[config.mk]
export PLATFORM = sky130hd
export DESIGN_NAME = flash_code_encoder
export DESIGN_NICKNAME = d
export VERILOG_FILES = /design/src/rtl/flash_code_encoder.sv
export SDC_FILE = /design/constraint.sdc
export NUM_CORES = 1
export LEC_CHECK = 0
export BUFFER_PORTS_ARGS = -buffer_cell sky130_fd_sc_hd__buf_2
export CAP_MARGIN = 20
export CELL_PAD_IN_SITES_DETAIL_PLACEMENT = 1
export CELL_PAD_IN_SITES_GLOBAL_PLACEMENT = 1
export CORE_MARGIN = 5
export CORE_UTILIZATION = 36
export DETAILED_ROUTE_END_ITERATION = 6
export PLACE_DENSITY = 0.7
export SYNTH_ARGS = -nofsm -noshare
export SYNTH_HDL_FRONTEND = slang
export SYNTH_SLANG_ARGS = --single-unit
[constraint.sdc]
create_clock -name clk -period 1.04 [get_ports clk]
set_input_delay 0.052 -clock clk [delete_from_list [all_inputs] [get_ports clk]]
set_output_delay 0.052 -clock clk [all_outputs]
set_load 0.02 [all_outputs]
[src/rtl/flash_code_encoder.sv]
module flash_code_encoder #(
  parameter int BITS = 3,
  localparam int LEVELS = (1 << BITS) - 1
) (
  input  logic              clk,
  input  logic              rst_n,
  input  logic              gray_sel,
  input  logic [LEVELS-1:0] therm_in,
  output logic [BITS-1:0]   code_out
);

  function automatic logic [LEVELS-1:0] tap_mask(input int j);
    logic [LEVELS-1:0] m;
    for (int p = 1; p <= LEVELS; p++)
      m[p-1] = ((p % (2 << j)) == (1 << j));
    return m;
  endfunction

  logic [LEVELS-1:0] therm_q;
  logic              sel_q1, sel_q2;
  logic [LEVELS+1:0] edge_ext;
  logic [LEVELS-1:0] voted;
  logic [LEVELS:0]   voted_ext;
  logic [LEVELS-1:0] rows;
  logic [BITS-1:0]   row_code, row_code_q;
  logic [BITS-1:0]   gray_d, gray_q, gray_bin;

  assign edge_ext  = {1'b0, therm_q, 1'b1};
  assign voted_ext = {1'b0, voted};

  for (genvar k = 0; k < LEVELS; k++) begin : g_level
    assign voted[k] = (edge_ext[k] & edge_ext[k+1]) |
                      (edge_ext[k+1] & edge_ext[k+2]) |
                      (edge_ext[k] & edge_ext[k+2]);
    assign rows[k]  = voted_ext[k] & ~voted_ext[k+1];
  end

  always_comb begin
    row_code = '0;
    for (int k = 0; k < LEVELS; k++)
      if (rows[k]) row_code = row_code | BITS'(k + 1);
  end

  for (genvar j = 0; j < BITS; j++) begin : g_gray
    assign gray_d[j]   = ^(therm_q & tap_mask(j));
    assign gray_bin[j] = ^gray_q[BITS-1:j];
  end

  always_ff @(posedge clk or negedge rst_n) begin
    if (!rst_n) begin
      therm_q    <= '0;
      sel_q1     <= 1'b0;
      sel_q2     <= 1'b0;
      gray_q     <= '0;
      row_code_q <= '0;
    end else begin
      therm_q    <= therm_in;
      sel_q1     <= gray_sel;
      sel_q2     <= sel_q1;
      gray_q     <= gray_d;
      row_code_q <= row_code;
    end
  end

  assign code_out = sel_q2 ? gray_bin : row_code_q;

  logic [1:0] age;
  always_ff @(posedge clk or negedge rst_n) begin
    if (!rst_n)         age <= '0;
    else if (age != 2'd3) age <= age + 2'd1;
  end

  AST_VALID_COUNT: assert property (@(posedge clk) disable iff (!rst_n)
    ((therm_q & (therm_q + LEVELS'(1))) == '0) |=> code_out == BITS'($countones($past(therm_q))));

  AST_GRAY_FULL: assert property (@(posedge clk) disable iff (!rst_n)
    (sel_q1 && (&therm_q)) |=> (&code_out));

  AST_STEADY_OUT: assert property (@(posedge clk) disable iff (!rst_n)
    (age == 2'd3 && $stable(therm_in) && $stable(gray_sel)) |-> ##2 $stable(code_out));

  AST_GRAY_ONEBIT: assert property (@(posedge clk) disable iff (!rst_n)
    (age != 2'd0 && $countones(therm_q ^ $past(therm_q)) == 1) |=> $countones(gray_q ^ $past(gray_q)) == 1);

endmodule

== Yosys cells after proc, flatten, opt, wreduce, memory -nomap -nowiden ==
Index checks and enable logic that the tools add are counted.

* Memory bits (writable): 0
* Output and inout port bits: 3
* Word-level logic and storage cells: 53
* Input port bits: 10
* Register bits after elaboration: 15
* Latch bits: 0
* Memories: 0
* Memory bits (read-only): 0

* Order comparisons: 0
* Divide/modulo/power cells: 0
* Bitwise operators: 35
* Mux-type cells: 8
* Shift-type cells: 0
* $add $sub $neg: 0
* Eq/ne operators: 0
* Reduce and logical (&&, ||, !) cells: 5
* $mul: 0

{| class="wikitable"
|+ Operators with widths
! operator !! count
|-
| 7-bit XOR reduction || 3
|-
| 1-bit bitwise AND || 17
|-
| 3-bit 2-to-1 mux || 5
|-
| 1-bit bitwise OR || 12
|-
| 1-bit NOT || 6
|-
| 2-bit 2-to-1 mux || 2
|-
| 3-bit XOR reduction || 1
|-
| 2-bit XOR reduction || 1
|-
| 1-bit 2-to-1 mux || 1
|}

== Depth between registers and ports, before layout ==
* Word-level depth: 12
* Depth in mapped cells: 4
* Depth with buffers taken out: 3

== Worst setup path before layout ==
No wires, ideal clock.

* Path type: register -> register
* From: register therm_q[3]
* To: register row_code_q[1]
* Buffers on the path: 1
* Period minus slack after synthesis: 1.100 ns
* Cell stages (with the launch flop): 5
* Arrival time: 0.972 ns
* Path slack: -0.060 ns
* Library setup time: 0.128 ns
* Required time: 0.912 ns
* Path through: dfrtp_1 -> buf_6 -> o31a_1 -> o211ai_1 -> nand3b_1

* Word-level cells in the longest chain between the ends: 11
* Elaborated cells on any way between the ends: 17
* Those cells by class: 6 x mux; 11 x bitwise

{| class="wikitable"
|+ Ends and longest elaborated chain
! what !! RTL line !! source
|-
| from (decl) || 19 || <nowiki>logic [LEVELS-1:0] therm_q;</nowiki>
|-
| from (signal assigned) || 57 || <nowiki>therm_q <= therm_in;</nowiki>
|-
| 1-bit bitwise AND || 32, 33 ||
|-
| 1-bit bitwise OR || 32 || <nowiki>assign voted[k] = (edge_ext[k] & edge_ext[k+1]) |</nowiki>
|-
| 1-bit bitwise OR || 33 || <nowiki>(edge_ext[k+1] & edge_ext[k+2]) |</nowiki>
|-
| 1-bit NOT || 35 || <nowiki>assign rows[k] = voted_ext[k] & ~voted_ext[k+1];</nowiki>
|-
| 1-bit bitwise AND || 35 ||
|-
| 2-bit 2-to-1 mux || 41 || <nowiki>if (rows[k]) row_code = row_code | BITS'(k + 1);</nowiki>
|-
| 2-bit 2-to-1 mux (*) || 41 ||
|-
| 3-bit 2-to-1 mux (*) (4 in series) || 41 ||
|-
| via row_code[1] || 25 || <nowiki>logic [BITS-1:0] row_code, row_code_q;</nowiki>
|-
| to (signal assigned) || 61 || <nowiki>row_code_q <= row_code;</nowiki>
|-
| to (decl) || 25 ||
|}

Mark *: on every way through the listed nets, which the timed path passes. The rest lies on a longest branch.

== Worst setup path in the final report ==
* From: register gray_q[2]
* To: output code_out[0]

* Word-level cells in the longest chain between the ends: 2

{| class="wikitable"
|+ Ends and longest elaborated chain
! what !! RTL line !! source
|-
| from (decl) || 26 || <nowiki>logic [BITS-1:0] gray_d, gray_q, gray_bin;</nowiki>
|-
| from (signal assigned) || 60 || <nowiki>gray_q <= gray_d;</nowiki>
|-
| 3-bit XOR reduction || 46 || <nowiki>assign gray_bin[j] = ^gray_q[BITS-1:j];</nowiki>
|-
| 3-bit 2-to-1 mux || 65 || <nowiki>assign code_out = sel_q2 ? gray_bin : row_code_q;</nowiki>
|-
| to (decl) || 9 || <nowiki>output logic [BITS-1:0] code_out</nowiki>
|}

No other way between the ends.

==> impl_metrics.toml <==
[timing]
tightest_slew_ns = 0.3338
finalMaxSlewViolations = 0
maxSlewHeadroom_pct = 77.75
rsz0062_at_grt = "yes"
period_share_pct = 140.3
setup_slack_ns = -0.4190
setup_viol = 6
clock.fmax_mhz = 685.4
skew_ns = 0.008567
timing_hold_violations_final = 0
fin_crit_ns = 1.459

[floorplanning]
rows = 15
die_w_um = 51.40
start_util_pct = 36.93
dieArea_um2 = 2641
fp.dieH_um = 51.40
design.portCount = 13
core-area_um2 = 1670

[synthesis]
synth.area.mux_share_pct = 6.897
synthTopCellsByCount = "dfrtp_1 (15), nor2_1 (3), xor2_1 (3)"
synthesis.area_um2 = 616.8
netlist_top_cells_area = "dfrtp_1 (61%), xor2_1 (4.3%), ha_1 (4.1%), mux2_2 (3.7%), mux2i_1 (3.2%)"
synth-seq-cells = 15
yosysTopAreaCell = "dfrtp_1"
syn-mean-instance-area_um2 = 14.02
yosys.area_share.simple_pct = 5.882
synth_compound_area_share_pct = 9.736
synth-edff-count = 0
synthArstFlopShare_pct = 100.0
yosysSeqAreaShare_pct = 60.85
synth_flop_cell = "dfrtp_1"
synth-xor-area-share_pct = 8.316
ys_warn_count = 0
yosysMostFrequentCell = "dfrtp_1"
synth_cells = 44
synth_adder_area_share_pct = 5.882
synth_top_cell_area_share_pct = 60.85
synth_top_family_by_area = "compound AO/OA/AOI/OAI gates"
ys_types = 22
synth_nets = 56

[critical_path]
reg2regPathDepth = 3
cp_slowest_cell = "dfrtp_1"
r2r_slack_ns = -0.12
crit_path_start_kind = "flop"
cp_data_arrival_time_ns = 1.41
worstPathMaxFanout = 2
r2r_start = "therm_q[3]$_DFF_PN0_"
r2r-end = "row_code_q[1]$_DFF_PN0_"
path_class = "reg -> out"
required_ns = 0.99
cp.buffers_inverters = 1
crit_chain = "xnor2_2, xnor2_1, mux2_4, buf_6"
cp_top_family = "flip-flops"
cp_slowest_stage_delay_ns = 0.42
end_kind = "output port"

[global_route]
grt_pass1_wl_um = 2346
grt_max_degree = 16
grt-ovfl-total = 0
antenna_found_initial = 0
grt_usage_pct = 12.22
grt_pass1_vias = 553

[final_layout]
nFillCells = 172
syn_to_final_growth_pct = 53.75
multiInputGateArea_um2 = 281.5
n_antenna_cell = 0
drive_above_1_share_pct = 47.44
seq_area_um2 = 377.9
instances_no_fill = 95
final_nets = 91
final_area_um2 = 948.4

[placement]
globalplace.congestion = 0.7008
port_buffers = 12
dp_hpwl_um = 937.7
place_inst = 80
place_area_um2 = 749.5

[power_and_ir_drop]
power-per-cell-area_nw_per_um2 = 1362
irDropWorstVdd_v = 0.0008626
p_leak_nw = 0.4242

[clock_network]
clock-sinks = 15
cts_made_buffers = 3
h-tree-depth = 1
cts_tree = "done"
clk_pin_slew_ns = 0.09
max-clock-path-buffers = 2
clock_latency_ns = 0.29
cts_root_buffer = "clkbuf_4"

[detailed_routing]
drc = 0
dr.pass1.iters = 1
totalWireLength_um = 1453
num_vias = 456
ant_nets = 0
routed_via_density = 4.800
drtIter0Drc = 0
wl_per_cell_um = 15.29

[hold_path]
hp-class = "in -> async"

[job]
max_cap_violations = 0

[status]
status = "finished, violations left"
violations = "setup timing"
==> state kept, by name, summed over array words and instances (netlist names) <==
register	count
row_code_q	3
gray_q	3
sel_q1	1
sel_q2	1
therm_q	7
==> routing by layer <==
layer / wire length [um] / track usage, % / share of wire, % / vias up
li1: - / - / - / 221
met1: 540 / 11.05 / 37 / 225
met2: 870 / 24.79 / 60 / 10
met3: 42 / 3.790 / 2.9 / 0
met4: 0 / 3.930 / 0 / 0
met5: 0 / 0 / 0 / -
==> layout by cell type, fill, tap and decap left out, drive strengths merged, types with 2 or more instances in the layout <==
master       count
nor2             3
buf             22
xor2             3
mux2             2
xnor2            2
mux2i            2
dfrtp           15
clkbuf           4
dlygate4sd3      9
ha               2
o211ai           2
==> kinds of logic after synthesis <==
family | count (synthesis)
flip-flops | 15
AO/OA/AOI/OAI | 8
multiplexers | 4
AND/OR/NAND/NOR | 7
XOR/XNOR | 5
adder cells (fa/ha/maj) | 3
buffers and inverters | 2
==> per-stage QoR <==
| stage | power, W | utilization [%] | setup slack, ns | hold slack [ns] | setup TNS [ns] |
|---|---|---|---|---|---|
| floorplan | 0.0007854 | - | -0.04881 | -0.2436 | -0.09443 |
| global placement | 0.0008632 | 44.87 | -0.07786 | -0.03975 | -0.2485 |
| detailed placement | 0.0008758 | 44.87 | -0.1391 | -0.03361 | -0.3451 |
| CTS | 0.001264 | 54.83 | -0.4163 | 0.1918 | -1.139 |
| global route | 0.001371 | 56.78 | -0.4891 | 0.1937 | -1.593 |
| finish | 0.001292 | 56.78 | -0.4190 | 0.1866 | -1.168 |
==> cell type report <==
class | instances | area share [%]
Timing Repair Buffer | 31 | 25.07
Tap cell | 17 | 2.243
Multi-Input combinational cell | 27 | 29.68
Sequential cell | 15 | 39.84
Clock buffer | 4 | 2.770
Inverter | 1 | 0.3958
==> power by group <==
part	switching, W	internal, W	total, W
Sequential	0.0000404	0.000626	0.000667
Clock	0.000185	0.000149	0.000334
Combinational	0.000115	0.000176	0.000291
==> worst max-delay path by stage <==
| stage | start | end | slack, ns | depth (start not counted) |
|---|---|---|---|---|
| finish | gray_q[2]$_DFF_PN0_ | code_out[0] | -0.42 | 4 |
| global route | gray_q[2]$_DFF_PN0_ | code_out[0] | -0.49 | 4 |
| CTS | gray_q[2]$_DFF_PN0_ | code_out[0] | -0.42 | 4 |
| detailed placement | therm_q[2]$_DFF_PN0_ | row_code_q[1]$_DFF_PN0_ | -0.14 | 3 |
| global placement | gray_q[2]$_DFF_PN0_ | code_out[0] | -0.08 | 4 |
| floorplan | therm_q[2]$_DFF_PN0_ | row_code_q[1]$_DFF_PN0_ | -0.05 | 3 |
==> repair_timing <==
| action | in CTS | in global routing |
|---|---|---|
| hold endpoints to repair | 23 | 0 |
| endpoints found under the setup margin | 7 | 7 |
| resized for setup | 6 | 7 |
| hold buffers | 9 | 0 |
| buffers inserted | 2 | 1 |
| pin swaps | 6 | 8 |
Note: power is estimated with default switching activity, not from simulation.
